<file path="config.mk">
export PLATFORM = sky130hd
export DESIGN_NAME = evdup_unit
export DESIGN_NICKNAME = d
export VERILOG_FILES = /design/src/rtl/evdup_pkg.sv /design/src/rtl/evdup_pair_dup.sv /design/src/rtl/evdup_ctrl.sv /design/src/rtl/evdup_lane_mux.sv /design/src/rtl/evdup_unit.sv
export SDC_FILE = /design/constraint.sdc
export NUM_CORES = 1
export LEC_CHECK = 0
export CAP_MARGIN = 0
export CORE_AREA = 2 2 608 610
export CTS_BUF_LIST = sky130_fd_sc_hd__clkbuf_4 sky130_fd_sc_hd__clkbuf_8 sky130_fd_sc_hd__clkbuf_16
export DETAILED_ROUTE_END_ITERATION = 6
export DIE_AREA = 0 0 610 612
export PLACE_DENSITY_LB_ADDON = 0.05
export SETUP_SLACK_MARGIN = 0.5
export SLEW_MARGIN = 25
export SYNTH_ARGS = -nofsm -noshare
export SYNTH_HDL_FRONTEND = slang
export SYNTH_SLANG_ARGS = --single-unit
export TNS_END_PERCENT = 20
</file>
<file path="constraint.sdc">
create_clock -name clk -period 4.4 [get_ports clk]
set_input_delay 0.44 -clock clk [delete_from_list [all_inputs] [get_ports clk]]
set_output_delay 0.44 -clock clk [all_outputs]
set_load 0.05 [all_outputs]
</file>
<file path="src/rtl/evdup_pkg.sv">
// Package: shared encodings for the even-lane duplicating vector unit.
// Assumes a lane count that is even and at least 8.
package evdup_pkg;
    parameter int unsigned LANE_W    = 32;
    parameter int unsigned NUM_LANES = 16;

    typedef enum logic [1:0] {
        MODE_LEG128 = 2'b00,
        MODE_V128   = 2'b01,
        MODE_V256   = 2'b10,
        MODE_MASKED = 2'b11
    } mode_e;

    typedef enum logic [1:0] {
        VL_128  = 2'b00,
        VL_256  = 2'b01,
        VL_512  = 2'b10,
        VL_RSVD = 2'b11
    } vlen_e;

    typedef enum logic [1:0] {
        SEL_DUP  = 2'b00,
        SEL_OLD  = 2'b01,
        SEL_ZERO = 2'b10
    } lane_sel_e;

    localparam logic [3:0] SPEC_OK = 4'b1111;
endpackage

</file>
<file path="src/rtl/evdup_pair_dup.sv">
// Module: evdup_pair_dup
// Copies the even lane of every lane pair into both lanes of the pair.
// Purely combinational; assumes NUM_LANES is even.
module evdup_pair_dup #(
    parameter int unsigned LANE_W    = 32,
    parameter int unsigned NUM_LANES = 16,
    localparam int unsigned VEC_W    = LANE_W * NUM_LANES
) (
    input  logic [VEC_W-1:0] src,
    output logic [VEC_W-1:0] dup
);
    localparam int unsigned NUM_PAIRS = NUM_LANES / 2;

    // One copy network per lane pair.
    for (genvar p = 0; p < NUM_PAIRS; p++) begin : g_pair
        assign dup[(2*p)*LANE_W   +: LANE_W] = src[(2*p)*LANE_W +: LANE_W];
        assign dup[(2*p+1)*LANE_W +: LANE_W] = src[(2*p)*LANE_W +: LANE_W];
    end
endmodule

</file>
<file path="src/rtl/evdup_ctrl.sv">
// Module: evdup_ctrl
// Decodes the mode, length code, mask controls and reserved specifier into
// a fault flag and one select code per lane (duplicate, keep old, zero).
// Assumes 128 and 256 bits are whole multiples of LANE_W.
module evdup_ctrl
    import evdup_pkg::*;
#(
    parameter int unsigned LANE_W    = 32,
    parameter int unsigned NUM_LANES = 16
) (
    input  mode_e                           mode,
    input  vlen_e                           vlen,
    input  logic                            mask_en,
    input  logic                            zero_mask,
    input  logic [NUM_LANES-1:0]            wmask,
    input  logic [3:0]                      rsvd_spec,
    output logic                            fault,
    output lane_sel_e [NUM_LANES-1:0]       sel
);
    localparam int unsigned CNT_W  = $clog2(NUM_LANES + 1);
    localparam int unsigned L128   = 128 / LANE_W;
    localparam int unsigned L256   = 256 / LANE_W;
    localparam logic [CNT_W-1:0] N128 = CNT_W'(L128);
    localparam logic [CNT_W-1:0] N256 = CNT_W'(L256);
    localparam logic [CNT_W-1:0] NALL = CNT_W'(NUM_LANES);

    logic [CNT_W-1:0] n_active;
    logic             len_bad;
    logic             spec_bad;
    logic             masked;
    logic             keep_upper;

    // Active lane count and length legality per mode.
    always_comb begin
        n_active = N128;
        len_bad  = 1'b0;
        case (mode)
            MODE_LEG128: begin n_active = N128; len_bad = vlen[1]; end
            MODE_V128:   begin n_active = N128; len_bad = vlen[1]; end
            MODE_V256:   begin n_active = N256; len_bad = vlen[1]; end
            default: begin
                len_bad = (vlen == VL_RSVD);
                case (vlen)
                    VL_128:  n_active = N128;
                    VL_256:  n_active = N256;
                    default: n_active = NALL;
                endcase
            end
        endcase
    end

    // Fault and mode flags shared by all lanes.
    always_comb begin
        spec_bad   = (rsvd_spec != SPEC_OK);
        fault      = spec_bad | len_bad;
        masked     = (mode == MODE_MASKED);
        keep_upper = (mode == MODE_LEG128);
    end

    // Per-lane select code.
    for (genvar j = 0; j < NUM_LANES; j++) begin : g_lane
        logic active;
        logic wr;
        always_comb begin
            active = (CNT_W'(j) < n_active);
            wr     = !masked || !mask_en || wmask[j];
            if (fault)
                sel[j] = SEL_OLD;
            else if (active)
                sel[j] = wr ? SEL_DUP : (zero_mask ? SEL_ZERO : SEL_OLD);
            else
                sel[j] = keep_upper ? SEL_OLD : SEL_ZERO;
        end
    end

    // A faulting request must never write any lane.
    always_comb begin
        if (fault) begin
            AST_FAULT_NO_WRITE: assert (sel[0] == SEL_OLD && sel[NUM_LANES-1] == SEL_OLD);
        end
    end
endmodule

</file>
<file path="src/rtl/evdup_lane_mux.sv">
// Module: evdup_lane_mux
// Chooses each output lane from the duplicated source, the old destination
// or zero, following the per-lane select code.
module evdup_lane_mux
    import evdup_pkg::*;
#(
    parameter int unsigned LANE_W    = 32,
    parameter int unsigned NUM_LANES = 16,
    localparam int unsigned VEC_W    = LANE_W * NUM_LANES
) (
    input  logic [VEC_W-1:0]          dup,
    input  logic [VEC_W-1:0]          old,
    input  lane_sel_e [NUM_LANES-1:0] sel,
    output logic [VEC_W-1:0]          merged
);
    // One three-way lane selector per lane.
    for (genvar j = 0; j < NUM_LANES; j++) begin : g_lane
        always_comb begin
            case (sel[j])
                SEL_DUP:  merged[j*LANE_W +: LANE_W] = dup[j*LANE_W +: LANE_W];
                SEL_OLD:  merged[j*LANE_W +: LANE_W] = old[j*LANE_W +: LANE_W];
                default:  merged[j*LANE_W +: LANE_W] = '0;
            endcase
        end
    end
endmodule

</file>
<file path="src/rtl/evdup_unit.sv">
// Module: evdup_unit (top)
// Even-lane duplicating vector unit: duplicate, decode, merge, then one
// output register stage. Assumes 32-bit lanes and a 16-lane vector by default.
module evdup_unit
    import evdup_pkg::*;
#(
    parameter int unsigned LANE_W    = 32,
    parameter int unsigned NUM_LANES = 16,
    localparam int unsigned VEC_W    = LANE_W * NUM_LANES,
    localparam int unsigned LOW_W    = 128
) (
    input  logic                 clk,
    input  logic                 rst_n,
    input  logic                 in_valid,
    input  logic [1:0]           mode,
    input  logic [1:0]           vlen,
    input  logic                 mask_en,
    input  logic                 zero_mask,
    input  logic [NUM_LANES-1:0] wmask,
    input  logic [3:0]           rsvd_spec,
    input  logic [VEC_W-1:0]     src,
    input  logic [VEC_W-1:0]     dst_old,
    output logic                 out_valid,
    output logic [VEC_W-1:0]     result,
    output logic                 ud_fault
);
    logic [VEC_W-1:0]          dup;
    logic [VEC_W-1:0]          merged;
    lane_sel_e [NUM_LANES-1:0] sel;
    logic                      fault;

    evdup_pair_dup #(.LANE_W(LANE_W), .NUM_LANES(NUM_LANES)) u_dup (
        .src (src),
        .dup (dup)
    );

    evdup_ctrl #(.LANE_W(LANE_W), .NUM_LANES(NUM_LANES)) u_ctrl (
        .mode      (mode_e'(mode)),
        .vlen      (vlen_e'(vlen)),
        .mask_en   (mask_en),
        .zero_mask (zero_mask),
        .wmask     (wmask),
        .rsvd_spec (rsvd_spec),
        .fault     (fault),
        .sel       (sel)
    );

    evdup_lane_mux #(.LANE_W(LANE_W), .NUM_LANES(NUM_LANES)) u_mux (
        .dup    (dup),
        .old    (dst_old),
        .sel    (sel),
        .merged (merged)
    );

    // Output register: capture on a request, hold otherwise.
    always_ff @(posedge clk) begin
        if (!rst_n) begin
            out_valid <= 1'b0;
            result    <= '0;
            ud_fault  <= 1'b0;
        end else begin
            out_valid <= in_valid;
            if (in_valid) begin
                result   <= merged;
                ud_fault <= fault;
            end
        end
    end

    AST_VALID_PULSE: assert property (@(posedge clk) disable iff (!rst_n)
        in_valid |=> out_valid);
    AST_IDLE_QUIET: assert property (@(posedge clk) disable iff (!rst_n)
        !in_valid |=> (!out_valid && $stable(result)));
    AST_SPEC_FAULT: assert property (@(posedge clk) disable iff (!rst_n)
        (in_valid && rsvd_spec != SPEC_OK) |=> (ud_fault && result == $past(dst_old)));
    AST_PAIR_EQUAL: assert property (@(posedge clk) disable iff (!rst_n)
        (in_valid && rsvd_spec == SPEC_OK && mode != 2'b11 && !vlen[1])
        |=> result[2*LANE_W-1:LANE_W] == $past(src[LANE_W-1:0]));
    AST_LEGACY_UPPER: assert property (@(posedge clk) disable iff (!rst_n)
        (in_valid && mode == 2'b00)
        |=> result[VEC_W-1:LOW_W] == $past(dst_old[VEC_W-1:LOW_W]));
    AST_V128_UPPER: assert property (@(posedge clk) disable iff (!rst_n)
        (in_valid && mode == 2'b01 && rsvd_spec == SPEC_OK && !vlen[1])
        |=> result[VEC_W-1:LOW_W] == '0);
endmodule

</file>
After elaboration in Yosys (flattened, before gate mapping) --
Index checks and enable logic that the tools add are counted.
Cells by class: reductions and logical operators 39, multiplexer cells 69, magnitude comparators 16, bitwise operators 1, eq/ne operators 22
Operator list (count):
- case mux 32 bit (2 select lines) | 16
- 2-to-1 mux 2 bit | 50
- less-than comparator 4 x 5 -> 1 bit (first input constant) | 8
- == test 2 x 1 -> 1 bit (second input constant) | 18
- zero test 2 bit | 18
- less-than comparator 3 x 5 -> 1 bit (first input constant) | 4
- case mux 5 bit (2 select lines) | 2
- logical OR 1 bit | 17
- less-than comparator 1 x 5 -> 1 bit (first input constant) | 2
- less-than comparator 2 x 5 -> 1 bit (first input constant) | 2
- == test 2 bit (second input constant) | 3
- inequality test 4 bit (second input constant) | 1
- OR reduction 3 bit | 1
- zero test 1 bit | 2
- OR reduction 2 bit | 1
- 2-to-1 mux 1 bit | 1
- OR 1 bit | 1
Storage, ports and cells: bits in registers 514, word-level logic and storage cells 150, input bits 1053, output and inout port bits 514

Depth between registers and ports, before layout --
Gate-level depths: netlist of run 1.
word-level depth 9, depth in mapped cells 9

Hierarchy --
Synthesis of run 1 repeated with hierarchy kept, for this count alone.
Second synthesis, totals: cells, all modules 3365, area total of the unflattened synthesis 32122.1 um^2
Modules (own cells, without submodules):
- evdup_unit | instances 1, seq. area each 10289.9 um^2, area an instance 19522.5 um^2, cells an instance 1655
- evdup_lane_mux | instances 1, seq. area each 0.0 um^2, area an instance 8368.0 um^2, cells an instance 1136
- evdup_pair_dup | instances 1, seq. area each 0.0 um^2, area an instance 3843.7 um^2, cells an instance 512
- evdup_ctrl | instances 1, seq. area each 0.0 um^2, area an instance 387.9 um^2, cells an instance 62

Worst setup path before layout of run 1 --
Ideal clock, no wire load.
path kind input to register, start point in vlen[0], end point reg result[167], data arrival time 1.798 ns, path buffers 3, slack 2.480 ns, cell stages on the path 7, required time 4.278 ns, cells stage by stage or3b_1 -> and3_1 -> buf_2 -> o211a_1 -> buf_4 -> buf_6 -> a221o_1
Between the ends: cells in the longest elaborated chain, start to end 8
RTL lines:
- from (decl) | line evdup_unit.sv:16 | input logic [1:0] vlen,
- == test 2 x 1 -> 1 bit or zero test 2 bit (tied branches) | line evdup_ctrl.sv:43 | case (vlen)
- case mux 5 bit (2 select lines) | line evdup_ctrl.sv:43
- case mux 5 bit (2 select lines) | line evdup_ctrl.sv:37 | case (mode)
- less-than comparator 3 x 5 -> 1 bit | line evdup_ctrl.sv:65 | active = (CNT_W'(j) < n_active);
- 2-to-1 mux 2 bit | line evdup_ctrl.sv:69 | else if (active)
- 2-to-1 mux 2 bit * | line evdup_ctrl.sv:67 | if (fault)
- == test 2 x 1 -> 1 bit or zero test 2 bit (tied branches) | line evdup_lane_mux.sv:19 | case (sel[j])
- case mux 32 bit (2 select lines) * | line evdup_lane_mux.sv:19
- to (signal assigned) | line evdup_unit.sv:64 | result <= merged;
- to (decl) | line evdup_unit.sv:24 | output logic [VEC_W-1:0] result,
Every way passes the cells marked *; elsewhere a longest branch is shown, timed or not. A chain may end at the register's enable or synchronous reset.

Final worst setup path of run 1 --
start point in rsvd_spec[3], end point reg result[48]
Between the ends: cells in the longest elaborated chain, start to end 5
RTL lines:
- from (decl) | line evdup_unit.sv:20 | input logic [3:0] rsvd_spec,
- inequality test 4 bit * | line evdup_ctrl.sv:54 | spec_bad = (rsvd_spec != SPEC_OK);
- OR 1 bit * | line evdup_ctrl.sv:55 | fault = spec_bad | len_bad;
- 2-to-1 mux 2 bit * | line evdup_ctrl.sv:67
- == test 2 x 1 -> 1 bit or zero test 2 bit (tied branches) | line evdup_lane_mux.sv:19
- case mux 32 bit (2 select lines) * | line evdup_lane_mux.sv:19
Marks and branches as above.

==> flow_summary.yaml, run 1 <==
synth:
  syn_avg_cell_area_um2: 8.847
  synth_edf_count: 0
  ys.flop_type: "dfxtp_1"
  synth_cells: 2303
  yosysUniqueCellTypes: 38
  syn-num-nets: 3356
  ys_seq_area_share_pct: 50.50
  ys.warnings.count: 0
  netlist_area_mm2: 0.02038
  synth-seq-cells: 514
  synthArstFlopShare_pct: 0
cells_and_area:
  nFillCells: 42140
  utilization_pct: 11.76
  nets: 4660
  syn_to_final_growth_pct: 111.9
  layout.cells.non_filler: 8545
  drive_gt1_share_pct: 8.510
floorplanning:
  start_util_pct: 5.549
  rows: 223
  die_h_um: 612
  dieArea_mm2: 0.3733
  core-area_mm2: 0.3672
  die_x_um: 610
  pin_count: 1567
route:
  antenna_left: 0
  vias_per_cell: 2.890
  drc: 0
  routedWlPerCell_um: 27.59
  wirelength_um: 235700
  dr.pass1.iters: 5
  vias: 24690
  drt-initial-drc-count: 1158
sta:
  slew_headroom_pct: 36.80
  finalHoldViolations: 0
  slew_viol_final: 0
  post-route-min-period_ps: 2738
  finalWorstSetupSlack_ps: 1662
  skew_ps: 0
  tightest_slew_ps: 944.4
  timing.final.crit_share_pct: 62.22
  rsz0062_at_grt: "no"
  max_freq_mhz: 365.3
  fin_hold_ws_ps: 150.1
  finalSetupTns_ps: 0
  setup_viol: 0
critical_path:
  criticalPathCategory: "input pin to register"
  crit_required_ps: 5110
  worstSetupEndpointType: "register"
  crit_fanout: 32
  worstSetupStartpointType: "input pin"
  cp.arrival_ps: 3440
grt:
  grt_usage_pct: 12.16
  grt_max_degree: 93
  grt_pass1_wl_um: 296700
  antenna_found_initial: 210
  grt_pass1_vias: 25830
  grt.overflow.total: 0
placement:
  io_buffers: 1310
  placed_cells_incl_taps: 8347
  finalWeightedCongestion: 0.7515
  pre_cts_slack_ps: 649.9
  detailed_place_hpwl_um: 186800
clock_tree:
  cts_buffers: 95
  clockBufferDepth: 4
  cts-root-buf: "clkbuf_16"
  cts_hold_buf: 0
  clkSinkCount: 514
  cts_tree: "built"
  path_clk_slew_ps: 60
  cts_max_level: 3
  clk_latency_ps: 840
  cts_resized: 0
  cts_setup_buffers: 0
outcome:
  outcome: "finished clean"
worst_hold_path:
  hold_path.class: "input pin to register"
pwr:
  p_leak_uw: 0.01453
  power_density_mw_per_mm2: 386.4
  irDropWorstVdd_v: 0.0002297
job:
  max_cap_violations: 0
[final timing paths]
| kind | from | to | slack [ps] | depth (start not counted) |
|---|---|---|---|---|
| setup reg to reg | result[178]$_SDFFE_PN0P_ | result[178]$_SDFFE_PN0P_ | 3590 | 2 |
| setup / recovery | rsvd_spec[3] | result[48]$_SDFFE_PN0P_ | 1660 | 8 |
| hold reg to reg | result[327]$_SDFFE_PN0P_ | result[327]$_SDFFE_PN0P_ | 440 | 2 |
| hold / removal | in_valid | result[506]$_SDFFE_PN0P_ | 150 | 3 |
[cell type report]
| class | count | area (um2) | share of cell area [%] |
|---|---|---|---|
| flip-flops and latches | 514 | 10290 | 23.83 |
| multi-input cells | 1570 | 9324 | 21.59 |
| well taps | 4837 | 6052 | 14.01 |
| clock inverters | 13 | 172.7 | 0.3998 |
| diodes | 30 | 75.07 | 0.1738 |
| inverters | 14 | 52.55 | 0.1217 |
| clock buffers | 155 | 3074 | 7.119 |
| repair buffers | 1412 | 14140 | 32.75 |
[sequential cells by signal, indices dropped and copies added (netlist names)]
register   count
out_valid      1
result       512
ud_fault       1
[cells in the mapped netlist, types with 10 or more instances]
cell / n / area [um2]
and3_1: 56 / 350.3
o221ai_1: 10 / 87.58
dfxtp_1: 514 / 10290
o21ai_0: 315 / 1577
nor2_1: 27 / 101.4
a21oi_1: 41 / 205.2
inv_1: 14 / 52.55
buf_4: 12 / 90.09
clkbuf_1: 126 / 473.0
buf_1: 12 / 45.04
buf_2: 48 / 240.2
and2_1: 29 / 181.4
o21ai_1: 129 / 645.6
o21a_1: 22 / 165.2
o21ai_2: 10 / 87.58
a22oi_1: 411 / 3085
nand2_1: 401 / 1505
a221o_1: 81 / 810.8
[worst max-delay path, cell delays in order]
cell and delay (ps):
clkdlybuf4s50_1 470, and4_1 500, buf_4 240, o21a_1 460
nand2_1 400, o21ai_4 230, buf_4 450, o21ai_0 180
[layer usage]
metal | global-route usage, % | up-vias | part of all wire, %
li1 | - | 11230 | -
met1 | 11.89 | 11740 | 34
met2 | 23.03 | 1104 | 53
met3 | 5.979 | 479 | 10
met4 | 2.175 | 140 | 2.2
met5 | 0 | - | 0.38
[power breakdown]
part / total [uW] / switching, uW / leakage (uW) / internal (uW)
clock: 8050 / 3140 / 0.00163 / 4910
sequential: 5110 / 157 / 0.00424 / 4960
combinational: 3520 / 2150 / 0.00866 / 1380
[metrics by stage]
stage	area, um2	power (uW)
final	43190	16690
after floorplan	20380	6725
after global placement	39840	8861
after global routing	43120	17540
after detailed placement	39860	8845
after CTS	43110	17370
[logic make-up (layout without fill, tap and decap cells)]
group,after synthesis,after routing,share of synthesized area (%)
compound gates,1036,1036,33.52
other cells,0,30,0
flops,514,514,50.50
simple gates,534,534,11.17
buf+inv,219,1594,4.808
[layout by cell type, fill, tap and decap left out, types with 2 or more instances in the layout]
| cell type | n |
|---|---|
| o21ai_2 | 4 |
| a31oi_1 | 5 |
| nand3_1 | 2 |
| bufinv_16 | 3 |
| buf_12 | 20 |
| clkbuf_16 | 98 |
| nor2_2 | 2 |
| o211a_1 | 7 |
| a21oi_1 | 41 |
| nor3b_1 | 2 |
| o211a_4 | 2 |
| buf_4 | 83 |
| o21ai_1 | 128 |
| clkbuf_4 | 26 |
| diode_2 | 30 |
| o21a_1 | 19 |
| o221ai_1 | 10 |
| dfxtp_1 | 514 |
| clkdlybuf4s50_1 | 1307 |
| o21a_2 | 3 |
| inv_1 | 13 |
| nor3_1 | 3 |
| nor2_1 | 20 |
| nand2_1 | 399 |
| a221o_1 | 81 |
| clkinvlp_4 | 3 |
| or3_1 | 2 |
| o21ai_4 | 14 |
| clkinv_2 | 6 |
| and2_1 | 29 |
| or2_2 | 2 |
| nand2_2 | 2 |
| a22oi_1 | 411 |
| o21ai_0 | 308 |
| nor2_4 | 7 |
| clkbuf_8 | 31 |
| and3_1 | 55 |
| nand4_1 | 2 |
Power figures use the tool's default switching activity.
==> run 2: changes to the inputs <==
==> constraint.sdc (replaced) <==
create_clock -name clk -period 2.5 [get_ports clk]
set_input_delay 0.25 -clock clk [delete_from_list [all_inputs] [get_ports clk]]
set_output_delay 0.25 -clock clk [all_outputs]
set_load 0.05 [all_outputs]
==> flow_summary.yaml, run 2 (synthesis gave the netlist of run 1 again) <==
outcome:
  outcome: "finished clean"
sta:
  slew_viol_final: 0
  rsz0062_at_grt: "yes"
  finalHoldViolations: 0
  max_freq_mhz: 496.3
  slew_headroom_pct: 41.60
  finalWorstSetupSlack_ps: 485.0
  tightest_slew_ps: 872.7
  post-route-min-period_ps: 2015
  timing.final.crit_share_pct: 80.60
  skew_ps: 0
  setup_viol: 0
floorplanning:
  pin_count: 1567
  rows: 223
  die_h_um: 612
  die_x_um: 610
  core-area_mm2: 0.3672
  dieArea_mm2: 0.3733
  start_util_pct: 5.549
critical_path:
  crit_family: "buffers and inverters"
  timing.critical_path.buf_inv: 1
  r2r_cells: 2
  cp.arrival_ps: 1770
  cp_num_cells: 1
  cp_cell_sequence: "dlygate4sd2_1"
  worstSetupEndpointType: "output pin"
  worstSetupStartpointType: "register"
  slowest_stage: "dlygate4sd2_1"
  cp_slowest_stage_delay_ps: 600
  crit_required_ps: 2250
  criticalPathCategory: "register to output pin"
  crit_fanout: 2
clock_tree:
  clk_latency_ps: 840
  path_clk_slew_ps: 60
  clkSinkCount: 514
  cts_max_level: 3
  cts_tree: "built"
  cts_buffers: 93
  clockBufferDepth: 4
  cts-root-buf: "clkbuf_16"
grt:
  grt_max_degree: 72
  grt_usage_pct: 12.29
  antenna_found_initial: 206
  grt_pass1_wl_um: 301200
  grt_pass1_vias: 26870
  grt.overflow.total: 0
cells_and_area:
  utilization_pct: 12.40
  layout_commonest_cell: "clkdlybuf4s50_1"
  nFillCells: 42070
  top_regs: "result: 512 flops, out_valid: 1 flops, ud_fault: 1 flops"
  drive_gt1_share_pct: 15.66
  nets: 4873
  syn_to_final_growth_pct: 123.5
  final_cell_mix: "clkdlybuf4s50_1, dfxtp_1, a22oi_1"
  largest-register: "result"
  largest_register_ffs: 512
  final_area_mm2: 0.04554
route:
  drt-initial-drc-count: 1179
  vias_per_cell: 2.916
  drc: 0
  vias: 25520
  routedWlPerCell_um: 27.21
  wirelength_um: 238100
  antenna_left: 0
  dr.pass1.iters: 5
placement:
  detailed_place_hpwl_um: 189700
  finalWeightedCongestion: 0.7472
  pre_cts_slack_ps: -826.2
  place_area_mm2: 0.04139
  io_buffers: 1310
job:
  max_cap_violations: 0
worst_hold_path:
  whs_path_depth: 3
  hold_path.class: "input pin to register"
pwr:
  power_density_mw_per_mm2: 625.9
  total_power_uw: 28500
  irDropWorstVdd_v: 0.0004983
  p_leak_uw: 0.01725
==> run 2: final timing paths <==
kind	startpoint	to	slack, ps
max	result[19]$_SDFFE_PN0P_	result[19]	480
min	dst_old[20]	result[20]$_SDFFE_PN0P_	110
max reg2reg	result[173]$_SDFFE_PN0P_	result[173]$_SDFFE_PN0P_	1690
min reg2reg	result[342]$_SDFFE_PN0P_	result[342]$_SDFFE_PN0P_	440
==> run 2: metal layers <==
layer / vias up / routed length, um / track usage [%]
met2: 1098 / 126300 / 23.38
met3: 458 / 21970 / 5.306
met1: 12150 / 83880 / 12.26
met4: 136 / 5092 / 2.503
met5: - / 881 / 0
li1: 11680 / - / -
==> run 2: layout make-up <==
type	count	area (um2)	area share, %
Antenna cell	41	102.6	0.2253
Clock buffer	138	2795	6.138
Clock inverter	12	160.2	0.3517
Inverter	14	52.55	0.1154
Multi-Input combinational cell	1570	9364	20.56
Sequential cell	514	10290	22.59
Tap cell	4837	6052	13.29
Timing Repair Buffer	1627	16720	36.72
==> run 2: what timing repair did <==
item / 4_1_cts / 5_1_grt
buffers inserted: 4 / 5
pin swaps: 5 / 6
hold buffers: 102 / 0
endpoints found under the setup margin: 902 / 614
cloned: 5 / 1
resized for setup: 921 / 20
endpoints found under the hold margin: 112 / 0
==> run 2: report_power, final <==
part | switching, uW | total, uW | internal (uW)
Sequential | 272 | 8990 | 8720
Combinational | 3870 | 6250 | 2380
Clock | 5310 | 13300 | 7940
==> run 2: stage by stage <==
| step | TNS [ps] | instances | hold slack, ps |
|---|---|---|---|
| floorplan | 0 | 2303 | 387.8 |
| finish | 0 | 8753 | 110.0 |
| CTS | 0 | 8706 | 0.3965 |
| global placement | -287280 | 8443 | 437.5 |
| detailed placement | -270830 | 8445 | 440.5 |
| global route | 0 | 8727 | 30.21 |
